File: config.mk
export PLATFORM = sky130hd
export DESIGN_NAME = sdr_burst_seq
export DESIGN_NICKNAME = d
export VERILOG_FILES = /design/src/rtl/sbt_pkg.sv /design/src/rtl/sbt_burst_ctr.sv /design/src/rtl/sbt_rd_pipe.sv /design/src/rtl/sbt_wr_recov.sv /design/src/rtl/sdr_burst_seq.sv
export SDC_FILE = /design/constraint.sdc
export NUM_CORES = 1
export LEC_CHECK = 0
export BUFFER_PORTS_ARGS = -buffer_cell sky130_fd_sc_hd__buf_2
export CAP_MARGIN = 0
export CELL_PAD_IN_SITES_DETAIL_PLACEMENT = 1
export CELL_PAD_IN_SITES_GLOBAL_PLACEMENT = 2
export CORE_ASPECT_RATIO = 1.75
export CORE_MARGIN = 2
export CORE_UTILIZATION = 27
export DETAILED_ROUTE_END_ITERATION = 8
export PLACE_DENSITY = 0.75
export SYNTH_ARGS = -nofsm -noshare
export SYNTH_HDL_FRONTEND = slang
export SYNTH_SLANG_ARGS = --single-unit
File: constraint.sdc
create_clock -name clk -period 2 [get_ports clk]
set_clock_uncertainty 0.2 [all_clocks]
set_input_delay 0.4 -clock clk [delete_from_list [all_inputs] [get_ports clk]]
set_output_delay 0.4 -clock clk [all_outputs]
set_load 0.01 [all_outputs]
File: src/rtl/sbt_pkg.sv
package sbt_pkg;
  typedef enum logic [1:0] {
    OP_RD   = 2'd0,
    OP_WR   = 2'd1,
    OP_PRE  = 2'd2,
    OP_STOP = 2'd3
  } col_op_e;
endpackage

File: src/rtl/sbt_burst_ctr.sv
module sbt_burst_ctr
  import sbt_pkg::*;
#(
  parameter int COL_W = 9,
  parameter int BL    = 4
) (
  input  logic             clk,
  input  logic             rst_n,
  input  logic             fire,
  input  col_op_e          op,
  input  logic [COL_W-1:0] col,
  output logic [COL_W-1:0] col_addr,
  output logic             acc_rd,
  output logic             acc_wr
);
  localparam int BLW = $clog2(BL);
  localparam logic [BLW-1:0] LAST = BLW'(BL - 1);

  logic             active;
  logic             is_wr;
  logic [COL_W-1:0] base;
  logic [BLW-1:0]   idx;
  logic             start;

  assign start = fire && (op == OP_RD || op == OP_WR);

  always_ff @(posedge clk) begin
    if (!rst_n) begin
      active <= 1'b0;
      is_wr  <= 1'b0;
      base   <= '0;
      idx    <= '0;
    end else if (start) begin
      active <= 1'b1;
      is_wr  <= (op == OP_WR);
      base   <= col;
      idx    <= '0;
    end else if (fire) begin
      active <= 1'b0;
    end else if (active) begin
      if (idx == LAST) active <= 1'b0;
      idx <= idx + 1'b1;
    end
  end

  // sequential order, wrapping inside the BL-aligned block
  assign col_addr = {base[COL_W-1:BLW], base[BLW-1:0] + idx};
  assign acc_rd   = active && !is_wr;
  assign acc_wr   = active && is_wr;


  wrap_block_chk: assert property (@(posedge clk) disable iff (!rst_n)
    (active && !fire && idx != LAST) |=>
      ((acc_rd || acc_wr) && col_addr[COL_W-1:BLW] == $past(col_addr[COL_W-1:BLW])));


  stop_ends_chk: assert property (@(posedge clk) disable iff (!rst_n)
    (fire && op == OP_STOP) |=> (!acc_rd && !acc_wr));
endmodule

File: src/rtl/sbt_rd_pipe.sv
module sbt_rd_pipe #(
  parameter int MAX_CL = 3
) (
  input  logic clk,
  input  logic rst_n,
  input  logic rd_in,
  input  logic flush,
  input  logic cl_load,
  input  logic cl3_in,
  output logic rd_valid
);
  localparam int DEPTH = MAX_CL - 1;

  logic [DEPTH-1:0] p;
  logic             cl3_q;

  always_ff @(posedge clk) begin
    if (!rst_n) begin
      p     <= '0;
      cl3_q <= 1'b0;
    end else begin
      if (cl_load) cl3_q <= cl3_in;
      if (flush) p <= '0;
      else       p <= {p[DEPTH-2:0], rd_in};
    end
  end

  assign rd_valid = cl3_q ? p[DEPTH-1] : p[0];


  cl2_lat_chk: assert property (@(posedge clk) disable iff (!rst_n)
    (!cl3_q && $past(rd_in) && !$past(flush)) |-> rd_valid);


  cl3_lat_chk: assert property (@(posedge clk) disable iff (!rst_n)
    (cl3_q && $past(rd_in, 2) && !$past(flush) && !$past(flush, 2)) |-> rd_valid);
endmodule

File: src/rtl/sbt_wr_recov.sv
module sbt_wr_recov #(
  parameter int WR_CYC = 2
) (
  input  logic clk,
  input  logic rst_n,
  input  logic wr_beat,
  output logic pre_ok
);
  localparam int CW = $clog2(WR_CYC + 1);

  logic [CW-1:0] cnt;

  always_ff @(posedge clk) begin
    if (!rst_n)           cnt <= '0;
    else if (wr_beat)     cnt <= CW'(WR_CYC - 2);
    else if (cnt != '0)   cnt <= cnt - 1'b1;
  end

  assign pre_ok = (cnt == '0) && !wr_beat;
endmodule

File: src/rtl/sdr_burst_seq.sv
module sdr_burst_seq
  import sbt_pkg::*;
#(
  parameter int COL_W  = 9,
  parameter int BL     = 4,
  parameter int WR_CYC = 2
) (
  input  logic             clk,
  input  logic             rst_n,
  input  logic             cmd_valid,
  input  logic [1:0]       cmd_op,
  input  logic [COL_W-1:0] cmd_col,
  input  logic             cas_sel,
  output logic             cmd_ready,
  output logic [COL_W-1:0] col_addr,
  output logic             arr_rd,
  output logic             arr_wr,
  output logic             rd_valid,
  output logic             pre_go
);
  col_op_e op;
  logic    fire;
  logic    pre_ok;

  assign op        = col_op_e'(cmd_op);
  assign cmd_ready = (op != OP_PRE) || pre_ok;
  assign fire      = cmd_valid && cmd_ready;

  sbt_burst_ctr #(.COL_W(COL_W), .BL(BL)) u_ctr (
    .clk(clk), .rst_n(rst_n), .fire(fire), .op(op), .col(cmd_col),
    .col_addr(col_addr), .acc_rd(arr_rd), .acc_wr(arr_wr)
  );

  sbt_rd_pipe #(.MAX_CL(3)) u_rdp (
    .clk(clk), .rst_n(rst_n), .rd_in(arr_rd),
    .flush(fire && op == OP_WR),
    .cl_load(fire && op == OP_RD), .cl3_in(cas_sel),
    .rd_valid(rd_valid)
  );

  sbt_wr_recov #(.WR_CYC(WR_CYC)) u_rec (
    .clk(clk), .rst_n(rst_n), .wr_beat(arr_wr), .pre_ok(pre_ok)
  );

  always_ff @(posedge clk) begin
    if (!rst_n) pre_go <= 1'b0;
    else        pre_go <= fire && (op == OP_PRE);
  end


  pre_guard_chk: assert property (@(posedge clk) disable iff (!rst_n)
    (fire && op == OP_PRE) |-> !arr_wr);


  pre_pulse_chk: assert property (@(posedge clk) disable iff (!rst_n)
    (fire && op == OP_PRE) |=> pre_go);


  wr_flush_chk: assert property (@(posedge clk) disable iff (!rst_n)
    (fire && op == OP_WR) |=> !rd_valid);
endmodule

* Yosys cells after proc, flatten, opt, wreduce, memory -nomap -nowiden
Cells that the tools add are included.
** Word-level totals
- Bits in registers :: 19
- Input bits :: 15
- Output and inout bits :: 14
- Word-level logic and storage cells :: 41
** Cells by class
- Add/sub/neg operators :: 3
- Equality and inequality tests :: 4
- Muxes and demuxes :: 5
- Bitwise gates (word level) :: 2
- Reductions and logical operators :: 19
** Operator list (number)
- $logic_and 1x1->1 :: 8
- $reduce_or 2->1 :: 3
- $mux 1 :: 5
- $eq 2x2->1 const B :: 2
- $logic_not 2->1 :: 2
- $add 2x1->2 const B :: 1
- $add 2x2->2 :: 1
- $eq 2x1->1 const B :: 1
- $logic_not 1->1 :: 2
- $logic_or 1x1->1 :: 2
- $ne 2x2->1 const B :: 1
- $not 1->1 :: 2
- $reduce_and 2->1 :: 1
- $reduce_bool 2->1 :: 1
- $sub 2x1->2 const B :: 1

* Logic depth before layout (Yosys ltp)
Gate-level depths: netlist of run 1.
- Depth in word-level cells :: 7
- Gate-level depth with buffers :: 6
- Mapped depth without buffers :: 6

* Hierarchy
A second synthesis of run 1 with hierarchy kept.
** Second synthesis, totals
- Cells, all modules :: 97
- Area, all modules :: 889.6 um^2
** By module, submodules not included
- sbt_burst_ctr :: instances 1, cells an instance 70, area an instance 608.1 um^2, sequential area each 260.2 um^2
- sbt_rd_pipe :: instances 1, cells an instance 8, area an instance 108.9 um^2, sequential area each 60.1 um^2
- sbt_wr_recov :: instances 1, cells an instance 11, area an instance 98.8 um^2, sequential area each 40.0 um^2
- sdr_burst_seq :: instances 1, cells an instance 8, area an instance 73.8 um^2, sequential area each 20.0 um^2

* Worst setup path after synthesis of run 1
No wires, ideal clock.
- Path type :: reg2reg
- Start :: reg u_rec.cnt[0]
- End :: reg u_ctr.idx[1]
- Setup time :: 0.115 ns
- Data arrival time :: 1.232 ns
- Required time :: 1.685 ns
- Setup slack :: 0.453 ns
- Stages on the path, launching flop included :: 7
- Path buffers :: 0
- Period minus slack after synthesis :: 1.547 ns
- Path through :: dfxtp_1 inv_1 ha_1 and2b_1 o21ai_1 nand2_1 a31o_1
** On the way
- Word-level cells in the longest chain between the ends :: 6
- Elaborated cells between the ends (all ways) :: 8
- Classes of those cells :: 1 x bitwise; 7 x reduce/logical
** Ends and longest elaborated chain
- from (decl) :: RTL line sbt_wr_recov.sv:11 : logic [CW-1:0] cnt;
- from (signal assigned) :: RTL line sbt_wr_recov.sv:15 : else if (wr_beat) cnt <= CW'(WR_CYC - 2);
- from (signal assigned) :: RTL line sbt_wr_recov.sv:16 : else if (cnt != '0) cnt <= cnt - 1'b1;
- $logic_not 2->1 * :: RTL line sbt_wr_recov.sv:19 : assign pre_ok = (cnt == '0) && !wr_beat;
- $logic_and 1x1->1 * :: RTL line sbt_wr_recov.sv:19
- $logic_or 1x1->1 * :: RTL line sdr_burst_seq.sv:26 : assign cmd_ready = (op != OP_PRE) || pre_ok;
- $logic_and 1x1->1 * :: RTL line sdr_burst_seq.sv:27 : assign fire = cmd_valid && cmd_ready;
- $logic_and 1x1->1 / $not 1->1 (equally long branches)
- $reduce_or 2->1 (no line) / $reduce_and 2->1 (equally long branches)
- to (signal assigned) :: RTL line sbt_burst_ctr.sv:42 : idx <= idx + 1'b1;
- to (decl) :: RTL line sbt_burst_ctr.sv:22 : logic [BLW-1:0] idx;
Every way passes the cells marked *; elsewhere a longest branch is shown, timed or not.
A chain may end at the register's enable or synchronous reset.

* Worst setup path in the final report of run 1
- Start :: reg u_ctr.idx[0]
- End :: out col_addr[1]
** On the way
- Word-level cells in the longest chain between the ends :: 1
** Ends and longest elaborated chain
- $add 2x2->2 :: RTL line sbt_burst_ctr.sv:47 : assign col_addr = {base[COL_W-1:BLW], base[BLW-1:0] + idx};
- to (decl) :: RTL line sdr_burst_seq.sv:15 : output logic [COL_W-1:0] col_addr,
Every way passes these cells.

==> results.toml, run 1 <==
[synth]
postSynth.asyncResetShare_pct = 0
syn-num-nets = 117
synth-main-ff-cell = "dfxtp_1"
post_synth_instance_area_um2 = 871
yosys_warnings = 0
most_frequent_cell_after_synthesis = "nand2_1"
synth-edff-count = 0
post_synth.cell_area_avg_um2 = 8.80
postSynthCellCount = 99
synth.largest_area_cell = "dfxtp_1"
post_synth_main_area_contributors = "dfxtp_1 (44%), nand2_1 (11%), a21boi_1 (10%), buf_4 (6.9%), ha_1 (4.3%)"
netlist_top_cells_count = "nand2_1 (26), dfxtp_1 (19), a21boi_1 (12)"
synth-seq-area-share_pct = 43.7
postSynthRegisterBits = 19
synth_top_cell_area_share_pct = 43.7
synth_cell_type_count = 27

[sta]
finalSetupViolations = 0
final-hold-violation-count = 0
setup_tns_ns = 0
period_needed_ns = 1.88
final_period_utilization_pct = 93.8
timing_max_transition_violations_final = 0
clock.fmax_ghz = 0.533
unrepaired_setup_endpoints_after_global_routing = "no"
max-slew-margin-rel_pct = 83.8
tightestPinTransition_ns = 0.243

[worst_setup_path]
worstSetupEndpointType = "primary output"
critical_path_required_ns = 1.40
worst-path-max-fanout = 4
crit_type = "reg -> out"
worstSetupStartpointType = "register"
worst_r2r_path_depth = 6
critical_path_arrival_ns = 1.28

[pwr]
net_switching_power_of_the_design_uw = 179
part_of_the_power_in_the_clock_network_pct = 36.1
cellLeakagePower_uw = 0.000492
switching_share_pct = 23.8
p_per_area_nw_per_um2 = 712
cell_internal_pwr_uw = 573
power_frac_seq_pct = 53.1
pwr-share-comb_pct = 10.8
max-vdd-ir-drop_mv = 0.354

[clock_network]
cts_num_sinks = 19
cts_made_buffers = 3
cts_buffer_depth = 2
post_cts_hold_buffer_count = 0
htree_num_levels = 1
cts_repair_resize_count = 0
clkTransAtPathRegs_ns = 0.07
tritoncts_clock_tree = "yes"
worstSkewPairLatency_ns = 0.25
cts_post_setup_buffers_inserted = 0
ctsRootBufferMaster = "clkbuf_8"

[detailed_routing]
drc = 0
detailedRoute.firstPassIterationCount = 2
detail_route.iter0.violations = 4
drt.antenna.violating_nets = 0
routed_wire_length_per_instance_um = 11.5
routed_via_density = 4.27
wl_mm = 1.90
dr_total_vias = 705

[floorplan]
die_area_um2 = 3710
ioPinCount = 29
rows = 27
start_util_pct = 28.0
die_w_um = 46.9
coreArea_um2 = 3110
die-height_um = 79.1

[final_layout]
layout-drive-gt1-share_pct = 30.3
fin_util_pct = 34.0
fin_nets = 141
num_antenna_cells = 0
final_area_um2 = 1060
area_growth_syn_to_layout_pct = 21.3

[min_path]
min_path_cells = 3
min_path_type = "in -> reg"

[job]
cap_viol_max_count = 0

[run_status]
run_status = "finished, final reports clean"

[global_routing]
grt_usage_pct = 11.8
initial_antenna_violation_count = 0
global_route.overflow_total = 0
grt_pass1_wl_mm = 3.12
grt_pass1_vias = 710
largest_net_degree_at_the_start_of_global_routing = 17

[place]
dpl_cell_area_um2 = 1000
place_congestion = 0.672
hpwlAfterDp_mm = 1.46
port_buffer_cells = 28
placed cells by master, fill, tap and decap left out, types with 2 or more instances in the layout:
master    synthesis  final
buf_2             1     28
nand2_1          26     26
dfxtp_1          19     19
a21boi_1         12     12
nor2_1            4      4
inv_1             3      3
ha_1              3      3
clkbuf_8          0      3
nand2b_1          2      2
and3_1            2      2
o21ai_1           2      2
area by class of cell:
cell class / count / area (µm²)
Inverter: 3 / 11.3
Timing Repair Buffer: 29 / 148
Tap cell: 43 / 53.8
Sequential cell: 19 / 380
Clock buffer: 4 / 45.0
Multi-Input combinational cell: 67 / 418
Fill cell: 406 / 2050
power groups by stage:
stage / combinational (µW) / sequential, µW / clock, µW
CTS: 84.3 / 399 / 282
global placement: 81.5 / 408 / 0
floorplan: 55.9 / 406 / 0
detailed placement: 83.9 / 408 / 0
finish: 81.4 / 399 / 271
global route: 93.3 / 401 / 292
per-stage QoR:
stage                     hold WS [ns]  setup slack [ns]  instances  power, µW
final                            0.177             0.125        165        752
after floorplan                  0.235             0.453         99        462
after CTS                        0.176            0.0827        165        766
after global placement           0.237             0.385        161        489
after detailed placement         0.244             0.325        161        492
after global routing             0.181            0.0199        165        787
cell families after synthesis:
family                     count (synthesis)  share of synthesized area (%)
xor gates and xnor gates                   3                           3.02
DFF                                       19                           43.7
and+or+nand+nor                           42                           23.4
AOI/OAI and AO/OA                         17                           13.9
muxes                                      2                           2.44
buffers and inverters                     13                           9.19
adders and majority gates                  3                           4.31
critical path, stage by stage (launching register included):
cell     delay, ns
dfxtp_1       0.34
ha_1          0.23
xnor2_2       0.14
xnor2_1       0.15
buf_2         0.15
flip-flops by register name, indices dropped and copies added (netlist names):
| name | flops |
|---|---|
| u_rec.cnt | 2 |
| u_rdp.cl3_q | 1 |
| pre_go | 1 |
| u_ctr.base | 9 |
| u_ctr.active | 1 |
| u_rdp.p | 2 |
| u_ctr.is_wr | 1 |
| u_ctr.idx | 2 |
routing by layer:
layer / vias up / GRT usage (%) / wire length [µm]
li1: 361 / - / -
met1: 319 / 12.4 / 764
met2: 20 / 20.8 / 1010
met3: 5 / 2.05 / 74
met4: 0 / 5.83 / 45
met5: - / 0 / 0
worst paths after layout:
kind                    to  slack, ns          start
max            col_addr[1]       0.12   u_ctr.idx[0]
max reg2reg   u_ctr.idx[1]       0.32   u_rec.cnt[0]
min          u_ctr.base[4]       0.18     cmd_col[4]
min reg2reg  u_ctr.base[7]       0.25  u_ctr.base[7]
Note: power is estimated with default switching activity, not from simulation.
==> run 2: changes to the inputs <==
--- a/config.mk
+++ b/config.mk
@@ -14,6 +14,7 @@
 export CORE_UTILIZATION = 27
 export DETAILED_ROUTE_END_ITERATION = 8
 export PLACE_DENSITY = 0.75
+export RECOVER_POWER = 100
 export SYNTH_ARGS = -nofsm -noshare
 export SYNTH_HDL_FRONTEND = slang
 export SYNTH_SLANG_ARGS = --single-unit
==> run 2 against run 1 <==
Combinational power shrank 8.1%. Global-route usage is the same. Final cell count unchanged. Worst hold slack better by 0.0097 ns. Die area is the same. Clock-buffer cell count is the same. Largest power group unchanged. Sequential power is essentially flat.
==> results.toml, run 2 (synthesis gave the netlist of run 1 again) <==
[floorplan]
die-height_um = 79.1
die_w_um = 46.9
rows = 27
ioPinCount = 29
die_area_um2 = 3710
start_util_pct = 28.0
coreArea_um2 = 3110

[sta]
finalWorstSetupSlack_ns = 0.113
unrepaired_setup_endpoints_after_global_routing = "no"
final-hold-violation-count = 0
max-slew-margin-rel_pct = 63.9
clock.fmax_ghz = 0.530
finalSetupViolations = 0
whs_ns = 0.186
timing_max_transition_violations_final = 0
setup_tns_ns = 0
final_period_utilization_pct = 94.3
tightestPinTransition_ns = 0.541
period_needed_ns = 1.89

[clock_network]
worstSkewPairLatency_ns = 0.26
post_cts_hold_buffer_count = 0
cts_buffer_depth = 2
cts_made_buffers = 3
tritoncts_clock_tree = "yes"
cts_repair_resize_count = 0
htree_num_levels = 1
ctsRootBufferMaster = "clkbuf_8"
cts_num_sinks = 19
cts_post_setup_buffers_inserted = 0
clkTransAtPathRegs_ns = 0.07

[place]
hpwlAfterDp_mm = 1.46
place_congestion = 0.672
dp_slack_ns = 0.325
port_buffer_cells = 28
dpl_cell_area_um2 = 1000

[final_layout]
max_flop_register = "u_ctr.base"
final_cell_mix = "nand2_1 (26), dfxtp_1 (19), clkbuf_1 (15)"
fin_nets = 141
area_growth_syn_to_layout_pct = 18.4
largest_register_ff_count = 9
layout_commonest_cell = "nand2_1"
final_area_um2 = 1030
layout-drive-gt1-share_pct = 18.0
num_antenna_cells = 0

[detailed_routing]
dr_total_vias = 706
wl_mm = 1.91
detail_route.iter0.violations = 2
drt.antenna.violating_nets = 0
detailedRoute.firstPassIterationCount = 2
drc = 0
routed_via_density = 4.28
routed_wire_length_per_instance_um = 11.6

[worst_setup_path]
slowest_stage = "dfxtp_1"
worstPathCellList = "ha_1, xnor2_2, xnor2_1, clkbuf_2"
worstSetupStartpointType = "register"
worst-path-max-fanout = 4
critPathBufInv = 1
worstSetupEndpointType = "primary output"
critical_path_arrival_ns = 1.29
critical_path_required_ns = 1.40
timing.critical_path.max_delay_family = "flip-flops"
crit_type = "reg -> out"
crit_path_max_incr_delay_ns = 0.34

[global_routing]
grt_usage_pct = 11.8
grt_pass1_vias = 710
largest_net_degree_at_the_start_of_global_routing = 17
grt_pass1_wl_mm = 3.12
initial_antenna_violation_count = 0
global_route.overflow_total = 0

[pwr]
power_frac_seq_pct = 53.6
cellLeakagePower_uw = 0.000426
switching_share_pct = 24.0
part_of_the_power_in_the_clock_network_pct = 36.4
max-vdd-ir-drop_mv = 0.352
totalPowerFinal_uw = 746
p_per_area_nw_per_um2 = 723
pwr-share-comb_pct = 10.0
net_switching_power_of_the_design_uw = 179
cell_internal_pwr_uw = 567

[run_status]
run_status = "finished, final reports clean"

[job]
cap_viol_max_count = 0

[min_path]
min_path_type = "in -> reg"
==> run 2: path summary, 6_finish.rpt <==
| path | startpoint | to | slack (ns) | cells after the start |
|---|---|---|---|---|
| hold / removal | cas_sel | u_rdp.cl3_q | 0.19 | 3 |
| hold reg to reg | u_ctr.base[7] | u_ctr.base[7] | 0.26 | 2 |
| setup reg to reg | u_rec.cnt[0] | u_ctr.idx[1] | 0.23 | 6 |
| setup / recovery | u_ctr.idx[0] | col_addr[1] | 0.11 | 4 |
==> run 2: area by class of cell <==
| cell class | count | area [µm²] |
|---|---|---|
| clock buffers | 4 | 45.0 |
| flip-flops and latches | 19 | 380 |
| fillers | 410 | 2080 |
| multi-input cells | 67 | 410 |
| inverters | 3 | 11.3 |
| repair buffers | 29 | 130 |
| well taps | 43 | 53.8 |
==> run 2: through the flow <==
step                std cells  util, %
detailed placement        161     32.3
floorplan                  99        -
global route              165     33.2
finish                    165     33.2
CTS                       165     33.7
global placement          161     32.3
==> run 2: per-layer routing <==
layer	track usage, %	vias up	share of wire, %
li1	-	361	-
met1	12.4	320	40
met2	20.8	20	53
met3	2.05	5	4.5
met4	5.83	0	2.4
met5	0	-	0
==> run 2: worst reg2reg max path, stage by stage (launching register included) <==
cell and delay (ns):
dfxtp_1 0.35, inv_1 0.05, ha_1 0.26, and2b_1 0.18, o21ai_0 0.26, nand2_1 0.14, a31o_1 0.23
==> run 2: power by group through the flow <==
| stage | sequential, µW | clock, µW | combinational [µW] |
|---|---|---|---|
| after global routing | 401 | 292 | 86.3 |
| after detailed placement | 408 | 0 | 83.9 |
| final | 399 | 271 | 74.8 |
| after CTS | 399 | 282 | 84.3 |
| after floorplan | 406 | 0 | 55.9 |
| after global placement | 408 | 0 | 81.5 |
==> run 3: changes to the inputs <==
--- a/config.mk
+++ b/config.mk
@@ -11,9 +11,9 @@
 export CELL_PAD_IN_SITES_GLOBAL_PLACEMENT = 2
 export CORE_ASPECT_RATIO = 1.75
 export CORE_MARGIN = 2
-export CORE_UTILIZATION = 27
+export CORE_UTILIZATION = 25
 export DETAILED_ROUTE_END_ITERATION = 8
-export PLACE_DENSITY = 0.75
+export PLACE_DENSITY = 0.73
 export RECOVER_POWER = 100
 export SYNTH_ARGS = -nofsm -noshare
 export SYNTH_HDL_FRONTEND = slang
==> constraint.sdc (replaced) <==
create_clock -name clk -period 1.71 [get_ports clk]
set_clock_uncertainty 0.2 [all_clocks]
set_input_delay 0.342 -clock clk [delete_from_list [all_inputs] [get_ports clk]]
set_output_delay 0.342 -clock clk [all_outputs]
set_load 0.01 [all_outputs]
==> run 3 against run 2 <==
The flow now finishes with violations (setup timing). Clock power increased by 15%. Combinational power increased by 26%. Clock-buffer cell count unchanged. Core utilization decreased by 0.96 points. Global-route usage decreased by 1.0 points. Non-clock buffer count increased by 4. Flip-flop and latch count unchanged. Die area increased by 7.4%. Wire length increased by 4.2%. Register-to-register slack got worse by 0.13 ns. Power increased by 17%. Critical path type unchanged. Highest routed layer unchanged.
==> results.toml, run 3 (synthesis gave the netlist of run 1 again) <==
[pwr]
cell_internal_pwr_uw = 668
switching_share_pct = 23.6
part_of_the_power_in_the_clock_network_pct = 35.7
cellLeakagePower_uw = 0.000448
p_per_area_nw_per_um2 = 807
pwr-share-comb_pct = 10.8
power_frac_seq_pct = 53.5
net_switching_power_of_the_design_uw = 206
max-vdd-ir-drop_mv = 0.441

[clock_network]
post_cts_hold_buffer_count = 0
cts_buffer_depth = 2
tritoncts_clock_tree = "yes"
worstSkewPairLatency_ns = 0.25
cts_made_buffers = 3
ctsRootBufferMaster = "clkbuf_8"
clkTransAtPathRegs_ns = 0.07
htree_num_levels = 1
cts_num_sinks = 19

[final_layout]
num-fill-cells = 436
layout-drive-gt1-share_pct = 26.2
area_growth_syn_to_layout_pct = 24.4
largest_register_ff_count = 9
final_cell_count_no_fill = 171
final_cell_mix = "nand2_1 (26), buf_2 (16), dfxtp_1 (16)"
fin_util_pct = 32.2
num_antenna_cells = 0
layout_commonest_cell = "nand2_1"
fin_nets = 145
max_flop_register = "u_ctr.base"

[run_status]
run_status = "finished with violations"
violations_in_the_final_reports = "setup timing"

[min_path]
min_path_cells = 3
min_path_type = "in -> reg"
worstHoldEndpoint = "u_ctr.base[3]"
hold_path_startpoint = "cmd_col[3]"

[floorplan]
start_util_pct = 25.9
rows = 28
ioPinCount = 29
die_w_um = 48.6
coreArea_um2 = 3360
die-height_um = 82.1
die_area_um2 = 3990

[worst_setup_path]
worstSetupStartpointType = "register"
r2r_setup_slack_ns = 0.10
critPathBufInv = 1
timing.critical_path.max_delay_family = "flip-flops"
worst_r2r_path_depth = 6
slowest_stage = "dfxtp_2"
worstSetupEndpointType = "primary output"
worst-path-max-fanout = 2
crit_type = "reg -> out"
worst_r2r_endpoint = "u_ctr.idx[1]"
worstPathCellList = "ha_4, xnor2_2, xnor2_1, buf_2"
timing.rr.start = "u_rec.cnt[0]"
critical_path_arrival_ns = 1.17
crit_path_max_incr_delay_ns = 0.34
critical_path_required_ns = 1.17

[sta]
finalWorstSetupSlack_ns = -0.00474
clock.fmax_ghz = 0.583
tightestPinTransition_ns = 0.585
final-hold-violation-count = 0
whs_ns = 0.123
finalSetupViolations = 1
period_needed_ns = 1.71
unrepaired_setup_endpoints_after_global_routing = "yes"
setup_tns_ns = -0.00474
final_period_utilization_pct = 100
timing_max_transition_violations_final = 0
max-slew-margin-rel_pct = 61.0

[place]
port_buffer_cells = 28
place_congestion = 0.723
dp_cells = 166
hpwlAfterDp_mm = 1.53
dp_slack_ns = 0.113

[job]
cap_viol_max_count = 0

[global_routing]
global_route.overflow_total = 0
largest_net_degree_at_the_start_of_global_routing = 14
grt_usage_pct = 10.7
initial_antenna_violation_count = 0
grt_pass1_vias = 750
grt_pass1_wl_mm = 3.30

[detailed_routing]
routed_wire_length_per_instance_um = 11.7
drc = 0
routed_via_density = 4.33
dr_total_vias = 741
detail_route.iter0.violations = 4
detailedRoute.firstPassIterationCount = 2
drt.antenna.violating_nets = 0
wl_mm = 1.99
==> run 3: cell count changes in the layout (fill, tap and decap cells not counted), moves of 2 or more <==
cell / delta
buf_4: +3
dfxtp_2: +3
buf_2: +3
a21boi_1: +3
dfxtp_1: -3
ha_1: -2
a21boi_0: -3
==> run 3: worst min-delay path, stage by stage <==
cell and delay (ns):
buf_2 0.10, nand2_1 0.05, a21boi_1 0.04
==> run 3: area by class of cell <==
class / count / area [µm²] / area share (%)
clock buffer: 4 / 45.0 / 4.16
inverter: 3 / 11.3 / 1.04
multi-input combinational: 67 / 428 / 39.5
sequential: 19 / 384 / 35.5
tap: 45 / 56.3 / 5.20
timing repair buffer: 33 / 159 / 14.7
==> run 3: stage by stage <==
step	power, µW	instance area, µm²
final	875	1080
after global routing	924	1080
after CTS	901	1110
after detailed placement	579	1030
after global placement	576	1030
after floorplan	541	871
==> run 3: per-layer routing <==
layer	GRT usage, %	up-vias	share of wire (%)
li1	-	368	-
met1	10.7	351	37
met2	20.5	18	56
met3	2.18	4	4.5
met4	6.00	0	1.9
met5	0	-	0
==> run 3: worst max-delay path by stage <==
stage	start	endpoint	slack, ns	depth (start not counted)
after floorplan	u_rec.cnt[0]	u_ctr.idx[1]	0.16	6
after detailed placement	u_rec.cnt[0]	u_ctr.idx[1]	0.11	6
after global routing	u_ctr.base[0]	col_addr[1]	-0.06	4
final	u_ctr.base[0]	col_addr[1]	-0.005	4
after CTS	u_ctr.base[0]	col_addr[1]	-0.05	4
after global placement	u_ctr.idx[0]	col_addr[1]	0.17	4
==> run 3: repair_timing <==
action,CTS,global route
setup buffers,2,0
pin swaps,3,2
gates resized for setup,8,1
endpoints found under the setup margin,2,2
==> run 3: power groups by stage <==
| stage | clock (µW) | combinational [µW] | sequential (µW) |
|---|---|---|---|
| 6_report | 312 | 94.1 | 468 |
| 5_1_grt | 347 | 106 | 471 |
| 4_1_cts | 329 | 104 | 468 |
| 3_5_place_dp | 0 | 101 | 478 |
| 3_3_place_gp | 0 | 99.8 | 477 |
| 2_1_floorplan | 0 | 65.4 | 475 |
